`config.mk`:
```
export PLATFORM = sky130hd
export DESIGN_NAME = ecu_cmd_seq
export DESIGN_NICKNAME = d
export VERILOG_FILES = /design/src/rtl/ecu_pkg.sv /design/src/rtl/ecu_regfile.sv /design/src/rtl/ecu_arith_stub.sv /design/src/rtl/ecu_seq.sv /design/src/rtl/ecu_cmd_seq.sv
export SDC_FILE = /design/constraint.sdc
export NUM_CORES = 2
export LEC_CHECK = 0
export ABC_AREA = 1
export BUFFER_PORTS_ARGS = -buffer_cell sky130_fd_sc_hd__buf_2
export CAP_MARGIN = 5
export CELL_PAD_IN_SITES_DETAIL_PLACEMENT = 1
export CELL_PAD_IN_SITES_GLOBAL_PLACEMENT = 2
export CORE_ASPECT_RATIO = 0.5
export CORE_UTILIZATION = 33
export CTS_CLUSTER_DIAMETER = 200
export DETAILED_ROUTE_END_ITERATION = 6
export GPL_ROUTABILITY_DRIVEN = 0
export PLACE_DENSITY_LB_ADDON = 0.15
export SYNTH_ARGS = -nofsm -noshare
export SYNTH_HDL_FRONTEND = slang
export SYNTH_SLANG_ARGS = --single-unit
```
`constraint.sdc`:
```
create_clock -name clk -period 6.39 [get_ports clk]
set_input_delay 0 -clock clk [delete_from_list [all_inputs] [get_ports clk]]
set_output_delay 0 -clock clk [all_outputs]
set_load 0.02 [all_outputs]
```
`src/rtl/ecu_pkg.sv`:
```
package ecu_pkg;

    typedef enum logic [1:0] {
        OP_ADD = 2'd0,
        OP_SUB = 2'd1,
        OP_MUL = 2'd2,
        OP_SQR = 2'd3
    } ecu_op_e;

    // Packed MSB first: dst [15:11], src_b [10:7], src_a [6:3], op [2:1], start [0]
    typedef struct packed {
        logic [4:0] dst;
        logic [3:0] src_b;
        logic [3:0] src_a;
        ecu_op_e    op;
        logic       start;
    } ecu_cmd_t;

    typedef enum logic [1:0] {
        ST_IDLE,
        ST_LOAD,
        ST_EXEC,
        ST_STORE
    } ecu_state_e;

    localparam int CMD_W = 16;
    localparam int REG_IDX_W = 5;

endpackage

```
`src/rtl/ecu_regfile.sv`:
```
module ecu_regfile #(
    parameter int NUM_REGS = 21,
    parameter int NWORDS   = 2,
    parameter int WORD_W   = 8,
    parameter int IDX_W    = 5,
    parameter int WSEL_W   = 1
) (
    input  logic              clk,
    input  logic              rst_n,
    input  logic [IDX_W-1:0]  rd_a_reg,
    input  logic [WSEL_W-1:0] rd_a_word,
    output logic [WORD_W-1:0] rd_a_data,
    input  logic [IDX_W-1:0]  rd_b_reg,
    input  logic [WSEL_W-1:0] rd_b_word,
    output logic [WORD_W-1:0] rd_b_data,
    input  logic [IDX_W-1:0]  rd_c_reg,
    input  logic [WSEL_W-1:0] rd_c_word,
    output logic [WORD_W-1:0] rd_c_data,
    input  logic              wr_en,
    input  logic [IDX_W-1:0]  wr_reg,
    input  logic [WSEL_W-1:0] wr_word,
    input  logic [WORD_W-1:0] wr_data
);

    localparam logic [IDX_W-1:0]  LIM_REG  = IDX_W'(NUM_REGS);
    localparam logic [WSEL_W:0]   LIM_WORD = (WSEL_W+1)'(NWORDS);

    logic [WORD_W-1:0] mem_q [NUM_REGS][NWORDS];

    function automatic logic [WORD_W-1:0] fetch(input logic [IDX_W-1:0] r,
                                                input logic [WSEL_W-1:0] w);
        logic [WORD_W-1:0] v;
        v = '0;
        if (r < LIM_REG && {1'b0, w} < LIM_WORD) begin
            v = mem_q[r][w];
        end
        return v;
    endfunction

    always_comb begin
        rd_a_data = fetch(rd_a_reg, rd_a_word);
        rd_b_data = fetch(rd_b_reg, rd_b_word);
        rd_c_data = fetch(rd_c_reg, rd_c_word);
    end

    always_ff @(posedge clk or negedge rst_n) begin
        if (!rst_n) begin
            for (int r = 0; r < NUM_REGS; r++) begin
                for (int w = 0; w < NWORDS; w++) begin
                    mem_q[r][w] <= '0;
                end
            end
        end else if (wr_en && wr_reg < LIM_REG && {1'b0, wr_word} < LIM_WORD) begin
            mem_q[wr_reg][wr_word] <= wr_data;
        end
    end

endmodule

```
`src/rtl/ecu_arith_stub.sv`:
```
module ecu_arith_stub
    import ecu_pkg::*;
#(
    parameter int NWORDS  = 2,
    parameter int WORD_W  = 8,
    parameter int WSEL_W  = 1,
    parameter int MUL_LAT = 12
) (
    input  logic              clk,
    input  logic              rst_n,
    input  logic              ld_en,
    input  logic [WSEL_W-1:0] ld_word,
    input  logic [WORD_W-1:0] a_word,
    input  logic [WORD_W-1:0] b_word,
    input  ecu_op_e           op,
    input  logic              kick,
    output logic              done,
    input  logic [WSEL_W-1:0] rd_word,
    output logic [WORD_W-1:0] res_word
);

    localparam int OPW     = NWORDS * WORD_W;
    localparam int LAT_ADD = 3 * (NWORDS + 1) + 2;
    localparam int LAT_SUB = 2 * (NWORDS + 1) + 2;
    localparam int LAT_M1  = (LAT_ADD > LAT_SUB) ? LAT_ADD : LAT_SUB;
    localparam int LAT_MAX = (LAT_M1 > MUL_LAT) ? LAT_M1 : MUL_LAT;
    localparam int CNT_W   = $clog2(LAT_MAX + 1);

    logic [OPW-1:0]    opa_q, opb_q, res_q, res_c;
    logic [CNT_W-1:0]  cnt_q;
    logic              run_q;
    logic [WORD_W-1:0] res_words [NWORDS];

    function automatic logic [CNT_W-1:0] lat_of(input ecu_op_e o);
        logic [CNT_W-1:0] l;
        unique case (o)
            OP_ADD:  l = CNT_W'(LAT_ADD - 1);
            OP_SUB:  l = CNT_W'(LAT_SUB - 1);
            default: l = CNT_W'(MUL_LAT - 1);
        endcase
        return l;
    endfunction

    for (genvar k = 0; k < NWORDS; k++) begin : g_word
        always_ff @(posedge clk or negedge rst_n) begin
            if (!rst_n) begin
                opa_q[k*WORD_W +: WORD_W] <= '0;
                opb_q[k*WORD_W +: WORD_W] <= '0;
            end else if (ld_en && ld_word == WSEL_W'(k)) begin
                opa_q[k*WORD_W +: WORD_W] <= a_word;
                opb_q[k*WORD_W +: WORD_W] <= b_word;
            end
        end
        assign res_words[k] = res_q[k*WORD_W +: WORD_W];
    end

    always_comb begin
        unique case (op)
            OP_ADD: res_c = opa_q + opb_q;
            OP_SUB: res_c = opa_q - opb_q;
            OP_MUL: res_c = opa_q * opb_q;
            OP_SQR: res_c = opa_q * opa_q;
        endcase
    end

    assign done     = run_q && (cnt_q == '0);
    assign res_word = res_words[rd_word];

    always_ff @(posedge clk or negedge rst_n) begin
        if (!rst_n) begin
            run_q <= 1'b0;
            cnt_q <= '0;
            res_q <= '0;
        end else if (kick) begin
            run_q <= 1'b1;
            cnt_q <= lat_of(op);
        end else if (run_q) begin
            if (cnt_q == '0) begin
                run_q <= 1'b0;
                res_q <= res_c;
            end else begin
                cnt_q <= cnt_q - 1'b1;
            end
        end
    end

endmodule

```
`src/rtl/ecu_seq.sv`:
```
module ecu_seq
    import ecu_pkg::*;
#(
    parameter int NWORDS   = 2,
    parameter int NUM_REGS = 21,
    parameter int WSEL_W   = 1
) (
    input  logic                 clk,
    input  logic                 rst_n,
    input  logic [CMD_W-1:0]     cmd,
    output logic                 ready,
    output logic [REG_IDX_W-1:0] src_a,
    output logic [REG_IDX_W-1:0] src_b,
    output logic [WSEL_W-1:0]    word,
    output logic                 ld_en,
    output logic                 kick,
    input  logic                 done,
    output ecu_op_e              op,
    output logic                 wr_en,
    output logic [REG_IDX_W-1:0] wr_reg
);

    localparam logic [WSEL_W-1:0]    LAST_WORD = WSEL_W'(NWORDS - 1);
    localparam logic [REG_IDX_W-1:0] REG_LIM   = REG_IDX_W'(NUM_REGS);

    ecu_cmd_t          cmd_s, cur_q;
    ecu_state_e        state_q, state_d;
    logic [WSEL_W-1:0] word_q, word_d;
    logic              start_q;
    logic              accept;

    assign cmd_s  = ecu_cmd_t'(cmd);
    assign accept = cmd_s.start && !start_q;

    // next state
    always_comb begin
        state_d = state_q;
        word_d  = '0;
        unique case (state_q)
            ST_IDLE: begin
                if (accept) state_d = ST_LOAD;
            end
            ST_LOAD: begin
                if (word_q == LAST_WORD) state_d = ST_EXEC;
                else word_d = word_q + 1'b1;
            end
            ST_EXEC: begin
                if (done) state_d = ST_STORE;
            end
            ST_STORE: begin
                if (word_q == LAST_WORD) state_d = ST_IDLE;
                else word_d = word_q + 1'b1;
            end
        endcase
    end

    // state register
    always_ff @(posedge clk or negedge rst_n) begin
        if (!rst_n) begin
            state_q <= ST_IDLE;
            word_q  <= '0;
            cur_q   <= '0;
            start_q <= 1'b1;
        end else begin
            state_q <= state_d;
            word_q  <= word_d;
            start_q <= cmd_s.start;
            if (state_q == ST_IDLE && accept) begin
                cur_q <= cmd_s;
            end
        end
    end

    // outputs
    always_comb begin
        ready  = 1'b0;
        ld_en  = 1'b0;
        kick   = 1'b0;
        wr_en  = 1'b0;
        src_a  = {1'b0, cur_q.src_a};
        src_b  = {1'b0, cur_q.src_b};
        word   = word_q;
        op     = cur_q.op;
        wr_reg = cur_q.dst;
        unique case (state_q)
            ST_IDLE:  ready = 1'b1;
            ST_LOAD: begin
                ld_en = 1'b1;
                kick  = (word_q == LAST_WORD);
            end
            ST_EXEC:  ;
            ST_STORE: wr_en = (cur_q.dst < REG_LIM);
        endcase
    end

endmodule

```
`src/rtl/ecu_cmd_seq.sv`:
```
module ecu_cmd_seq
    import ecu_pkg::*;
#(
    parameter int WORD_W       = 8,
    parameter int OPERAND_BITS = 15,
    parameter int NUM_REGS     = 21,
    parameter int HOST_IN_REGS = 4,
    parameter int PROD_REG     = 20,
    parameter int MUL_LAT      = 12,
    parameter int UID_W        = 4,
    localparam int NWORDS      = (OPERAND_BITS + 1 + WORD_W - 1) / WORD_W,
    localparam int WSEL_W      = (NWORDS > 1) ? $clog2(NWORDS) : 1
) (
    input  logic                 clk,
    input  logic                 rst_n,
    input  logic [UID_W-1:0]     unit_id,
    input  logic [CMD_W-1:0]     cmd,
    output logic                 ready,
    input  logic                 host_en,
    input  logic                 host_wr,
    input  logic [UID_W-1:0]     host_unit,
    input  logic [REG_IDX_W-1:0] host_reg,
    input  logic [WSEL_W-1:0]    host_word,
    input  logic [WORD_W-1:0]    host_wdata,
    output logic [WORD_W-1:0]    host_rdata
);

    localparam logic [REG_IDX_W-1:0] IN_LIM = REG_IDX_W'(HOST_IN_REGS);
    localparam logic [REG_IDX_W-1:0] P_IDX  = REG_IDX_W'(PROD_REG);

    logic [REG_IDX_W-1:0] src_a, src_b, seq_reg, wr_reg;
    logic [WSEL_W-1:0]    seq_word, wr_word;
    logic [WORD_W-1:0]    a_word, b_word, c_word, res_word, wr_data;
    logic                 ld_en, kick, done, seq_we, wr_en;
    logic                 host_hit, host_we_ok, host_rd_ok;
    ecu_op_e              op;

    ecu_seq #(
        .NWORDS   (NWORDS),
        .NUM_REGS (NUM_REGS),
        .WSEL_W   (WSEL_W)
    ) seq_i (
        .clk    (clk),
        .rst_n  (rst_n),
        .cmd    (cmd),
        .ready  (ready),
        .src_a  (src_a),
        .src_b  (src_b),
        .word   (seq_word),
        .ld_en  (ld_en),
        .kick   (kick),
        .done   (done),
        .op     (op),
        .wr_en  (seq_we),
        .wr_reg (seq_reg)
    );

    ecu_arith_stub #(
        .NWORDS  (NWORDS),
        .WORD_W  (WORD_W),
        .WSEL_W  (WSEL_W),
        .MUL_LAT (MUL_LAT)
    ) alu_i (
        .clk      (clk),
        .rst_n    (rst_n),
        .ld_en    (ld_en),
        .ld_word  (seq_word),
        .a_word   (a_word),
        .b_word   (b_word),
        .op       (op),
        .kick     (kick),
        .done     (done),
        .rd_word  (seq_word),
        .res_word (res_word)
    );

    // host access gating: unit match, idle, accessible register
    always_comb begin
        host_hit   = host_en && (host_unit == unit_id) && ready;
        host_we_ok = host_hit && host_wr && (host_reg < IN_LIM);
        host_rd_ok = host_hit && !host_wr &&
                     ((host_reg < IN_LIM) || (host_reg == P_IDX));
        wr_en      = seq_we || host_we_ok;
        wr_reg     = seq_we ? seq_reg  : host_reg;
        wr_word    = seq_we ? seq_word : host_word;
        wr_data    = seq_we ? res_word : host_wdata;
        host_rdata = host_rd_ok ? c_word : '0;
    end

    ecu_regfile #(
        .NUM_REGS (NUM_REGS),
        .NWORDS   (NWORDS),
        .WORD_W   (WORD_W),
        .IDX_W    (REG_IDX_W),
        .WSEL_W   (WSEL_W)
    ) rf_i (
        .clk       (clk),
        .rst_n     (rst_n),
        .rd_a_reg  (src_a),
        .rd_a_word (seq_word),
        .rd_a_data (a_word),
        .rd_b_reg  (src_b),
        .rd_b_word (seq_word),
        .rd_b_data (b_word),
        .rd_c_reg  (host_reg),
        .rd_c_word (host_word),
        .rd_c_data (c_word),
        .wr_en     (wr_en),
        .wr_reg    (wr_reg),
        .wr_word   (wr_word),
        .wr_data   (wr_data)
    );

endmodule

```
=== After elaboration in Yosys (flattened, before gate mapping) ===
Cells that the tools add are included.

* Bits of input ports: 42
* Output and inout port bits: 9
* Word-level logic and storage cells: 177
* Flip-flop bits (word level): 408

* Muxes and demuxes: 52
* Multipliers: 2
* Equality and inequality tests: 13
* Order comparisons: 15
* Add/subtract/negate cells: 4
* Reductions and logical operators: 26
* Bitwise logic cells: 9

{| class="wikitable"
|+ Operators by type and width
! operator !! number
|-
| $bwmux W336 || 1
|-
| $bmux W16 S5 || 3
|-
| $mux W8 || 18
|-
| $mux W16 || 7
|-
| $demux W16 S5 || 1
|-
| $pmux W16 S4 || 1
|-
| $mul A16 B16 Y16 || 2
|-
| $ge A6 B6 Y1 const B || 4
|-
| $add A16 B16 Y16 || 1
|-
| $sub A16 B16 Y16 || 1
|-
| $lt A5 B5 Y1 const B || 3
|-
| $logic_and A1 B1 Y1 || 14
|-
| $mux W4 || 3
|-
| $not A4 Y6 || 2
|-
| $not A5 Y6 || 2
|-
| $lt A4 B5 Y1 const B || 2
|-
| $mux W1 || 10
|-
| $ne A2 B1 Y1 const B || 5
|-
| $demux W8 S1 || 1
|-
| $eq A2 B2 Y1 const B || 4
|-
| $mux W2 || 4
|-
| $pmux W2 S4 || 1
|-
| $pmux W4 S2 || 1
|-
| $ge A2 B2 Y1 const B || 3
|-
| 20 further kinds || 27
|}

=== Depth between registers and ports, before layout ===
* Word-level depth: 11
* Gate-level depth with buffers: 32
* Mapped depth without buffers: 30

=== Hierarchy ===
From an unflattened synthesis, not the netlist that was laid out.

* Cells, all modules: 5639
* Area, all modules: 36781.5 um^2

{| class="wikitable"
|+ Modules (own cells, without submodules)
! module !! instances !! cells each !! area each (um^2) !! seq. area each (um^2)
|-
| ecu_regfile || 1 || 3850 || 24051.8 || 8408.1
|-
| ecu_arith_stub || 1 || 1598 || 11363.4 || 1326.3
|-
| ecu_seq || 1 || 98 || 910.9 || 476.7
|-
| ecu_cmd_seq || 1 || 93 || 455.4 || 0.0
|}

=== Least setup slack after synthesis ===
Ideal clock, no wire load.

* Path kind: flip-flop to flip-flop
* From: reg alu_i.opa_q[3]
* To: reg alu_i.res_q[15]
* Cell stages (with the launch flop): 28
* Library setup time: 117 ps
* Period minus slack after synthesis: 5593 ps
* Setup slack: 797 ps
* Arrival: 5476 ps
* Buffers on the path: 2
* Data required time: 6273 ps
* Cells stage by stage: dfrtp_1 > clkbuf_1 > clkbuf_1 > nand2_1 > fa_1 > fa_1 > inv_1 > fa_1 > inv_1 > fa_1 > inv_1 > fa_1 > inv_1 > fa_1 > inv_1 > ha_1 > nand2_1 > inv_1 > a21oi_1 > nand3_1 > nand2_1 > nand2_1 > a21oi_1 > nand3_1 > nand3_1 > nand3_1 > nand2_1 > nand2_1

* Cells in the longest elaborated chain, start to end: 2
* Elaborated cells on any way between the ends: 5
* Classes of those cells: 2 x add/sub; 2 x mul; 1 x mux

{| class="wikitable"
|+ Ends and longest elaborated chain
! element !! line !! text
|-
| start, declared || ecu_arith_stub.sv:29 || <nowiki>logic [OPW-1:0] opa_q, opb_q, res_q, res_c;</nowiki>
|-
| start signal, assigned by index || ecu_arith_stub.sv:50 || <nowiki>opa_q[k*WORD_W +: WORD_W] <= a_word;</nowiki>
|-
| $mul A16 B16 Y16, or another cell as far along || ecu_arith_stub.sv:62 || <nowiki>OP_SQR: res_c = opa_q * opa_q;</nowiki>
|-
| $pmux W16 S4 * || ecu_arith_stub.sv:58 || <nowiki>unique case (op)</nowiki>
|-
| end signal, assigned || ecu_arith_stub.sv:80 || <nowiki>res_q <= res_c;</nowiki>
|-
| end, declared || ecu_arith_stub.sv:29 ||
|}

Every way passes the cells marked *; elsewhere a longest branch is shown, timed or not.
A chain may end at the register's enable or synchronous reset.

=== Worst setup path after layout ===
* From: reg alu_i.opa_q[6]
* To: reg alu_i.res_q[14]

Same word-level chain as after synthesis.

==> flow_summary.toml <==
[outcome]
status = "finished, final reports clean"

[cts]
clockBufferDepth = 3
clkLatencyLatePin_ns = 0.65
cts.clk_slew.worst_paths_ns = 0.07
cts-root-buf = "clkbuf_16"
cts_made_buffers = 47
clock-sinks = 408
cts_tree = "done"
cts.repair.resized = 0
cts_max_level = 2

[floorplan]
rows = 81
die_area_sq_um = 101000
die_x_microns = 448
core_sq_um = 98000
ios = 51
die_y_microns = 225
start_util = 0.334

[sta]
rsz0062_at_grt = "false"
tightest_slew_ns = 1.23
slew_viol_final = 0
skew_ns = 0.0476
finalCritPeriodShare = 0.919
slew_headroom = 0.177
hold_viol = 0
setup_violations = 0
period_needed_ns = 5.87
setup_tns_ns = 0
max_freq_ghz = 0.170

[critical_path]
crit_buf_inv = 5
cpMostUsedCell = "fa_1"
worst-path-max-fanout = 16
crit_path_max_incr_delay_ns = 0.80
arrival_ns = 6.39
worstSetupPathType = "flop to flop"
cp_top_family = "adder cells"
path_cells = "buf_4 > nand2_1 > fa_1 > fa_1 > fa_1 > inv_1 > fa_1 > fa_1 > inv_1 > fa_1 > inv_1 > ha_1 > inv_1 > nor4_1 > nand3_1 > nand3_1 > a21oi_1 > o21ai_0 > nand3_1 > nand2_1 > nand2_1"
required_ns = 6.91
slowest_stage = "dfrtp_1"
cp-start-kind = "flop"
crit_path_end_kind = "flop"

[global_route]
grt_use_total = 0.291
grt_max_degree = 108
grt_first_pass_wirelength_microns = 218000
grt_overflow = 0
antenna_found_initial = 6
first_global_vias = 32500

[final_layout]
largest_reg_flops = 336
area_growth_pct = 9.67
top_register = "rf_i.mem_q"
drive_gt1_frac = 0.0657
fillerInstances = 12200
num-nets-final = 4770

[flow_run]
drv_cap = 0

[logic_synthesis]
synth.area.top_cells = "dfrtp_1 (31%), o21ai_0 (11%), nand2_1 (10%), fa_1 (9.0%), inv_1 (8.0%)"
yosys.area.top_type = "dfrtp_1"
synth-edff-count = 0
synth_top_area_share = 0.311
synth_area_sq_um = 32800
yosys_register_bits = 408
synthCells = 4541
async_flop_share = 1.00
synth_cell_types = 56
synth_seq_area_share = 0.312
yosysWarnings = 0
synth_fp_nets = 4852
synthFlopType = "dfrtp_1"
avgSynthCellArea_sq_um = 7.22

[drt]
drt_iter0_drc = 2496
wl_microns = 146000
viasPerCell = 5.50
drtAntennaViolNets = 0
wl_per_cell_microns = 25.1
via_count = 32000
drc_errors = 0
firstDrtPassIters = 6

[hold_path]
hold_path_class = "input port to asynchronous set/reset pin"

[placement]
hpwl_microns = 100000
port-buffer-count = 50
[synth_stat cells (3+ instances only)]
cell type	count
nor2_4	35
a31oi_1	22
nand2_1	869
ha_1	121
o22ai_1	19
a211oi_1	24
nand4_1	8
clkinv_1	6
a22o_1	7
a21o_1	3
or2_2	5
o21ai_1	12
nor2_1	270
o21ai_0	750
nand3b_1	6
buf_1	22
buf_2	29
nor4_1	14
o31ai_1	15
nand3_1	144
o211ai_1	30
buf_6	6
a21oi_1	369
xnor2_1	5
o21bai_1	4
fa_1	148
nor3_1	22
dfrtp_1	407
o41ai_1	3
and2_1	6
o21a_1	100
inv_1	697
clkbuf_1	218
xor2_1	30
buf_4	19
nor2_2	5
o221ai_1	47
a22oi_1	9
mux2i_1	3
inv_2	7
o21ai_2	5
[placed cells by master (no fill, tap or decap), types with 14 or more instances in the layout]
cell and n:
a211oi_1 24, a21oi_1 369, a31oi_1 22, buf_2 48
buf_4 95, clkbuf_16 47, dfrtp_1 403, dlygate4sd3_1 17
fa_1 148, ha_1 121, inv_1 694, nand2_1 869
nand3_1 144, nor2_1 269, nor2_4 35, nor3_1 21
nor4_1 14, o211ai_1 30, o21a_1 100, o21ai_0 750
o221ai_1 47, o22ai_1 19, o31ai_1 15, xor2_1 30
[final timing paths]
| kind | from | endpoint | slack (ns) | cells past startpoint |
|---|---|---|---|---|
| max in group asynchronous | rst_n | rf_i.mem_q[294]$_DFFE_PN0P_ | 4.81 | 3 |
| worst min register to register | rf_i.mem_q[45]$_DFFE_PN0P_ | rf_i.mem_q[45]$_DFFE_PN0P_ | 0.49 | 1 |
| min in group clk | cmd[0] | seq_i.start_q$_DFF_PN1_ | 0.06 | 2 |
| worst max register to register | alu_i.opa_q[6]$_DFFE_PN0P_ | alu_i.res_q[14]$_DFFE_PN0P_ | 0.52 | 21 |
| worst min-delay path | rst_n | alu_i.opb_q[1]$_DFFE_PN0P_ | 0.04 | 2 |
| worst max-delay path | alu_i.opa_q[6]$_DFFE_PN0P_ | alu_i.res_q[14]$_DFFE_PN0P_ | 0.52 | 21 |
[metrics by stage]
step / setup slack [ns] / cell area [sq um] / hold WS (ns) / util / std cells
floorplan: 0.797 / 32800 / -0.296 / - / 4541
global placement: 0.507 / 34200 / 0.111 / 0.349 / 5721
detailed placement: 0.475 / 34200 / 0.114 / 0.349 / 5721
CTS: 0.487 / 35900 / 0.0230 / 0.367 / 5821
global route: 0.137 / 35900 / 0.0591 / 0.367 / 5821
finish: 0.518 / 35900 / 0.0383 / 0.367 / 5822
[kinds of logic (layout without fill, tap and decap cells)]
family,Yosys count,in the layout,share of synthesized area
simple gates,1393,1393,0.179
buf+inv,1004,956,0.120
mux,5,5,0.00160
other cells,0,1,0
xor+xnor,35,35,0.00935
compound gates,1427,1427,0.242
fa+ha+maj,269,269,0.137
flops,408,408,0.312
[routing by layer]
layer	vias up	track usage	wire (microns)
met5	-	0	0
met4	0	0.0800	4040
met3	212	0.0305	7150
met2	852	0.463	65100
met1	16400	0.417	69700
li1	14600	-	-
[final cells by class]
class / count / area (sq um) / area share
Clock buffer: 70 / 1370 / 0.0382
Tap cell: 1328 / 1660 / 0.0462
Timing Repair Buffer: 163 / 1180 / 0.0328
Clock inverter: 13 / 183 / 0.00508
Multi-Input combinational cell: 3129 / 18600 / 0.519
Antenna cell: 1 / 2.50 / 0.0000696
Inverter: 710 / 2670 / 0.0744
Sequential cell: 408 / 10200 / 0.284
[repair_timing]
action                                 CTS  global route
setup buffers                            0             0
endpoints found under the hold margin  103             0
hold buffers                            17             0
[worst register-to-register path, stage by stage, from the launching register on]
cell     delay (ns)
dfrtp_1        0.80
buf_4          0.25
nand2_1        0.07
fa_1           0.60
fa_1           0.44
fa_1           0.51
inv_1          0.06
fa_1           0.48
fa_1           0.49
inv_1          0.05
fa_1           0.47
inv_1          0.07
ha_1           0.32
inv_1          0.08
nor4_1         0.35
nand3_1        0.11
nand3_1        0.11
a21oi_1        0.06
o21ai_0        0.19
nand3_1        0.14
nand2_1        0.07
nand2_1        0.05
Power is not shown: default switching activity piles up to over one toggle a cycle in this logic, so the estimate is an artifact.
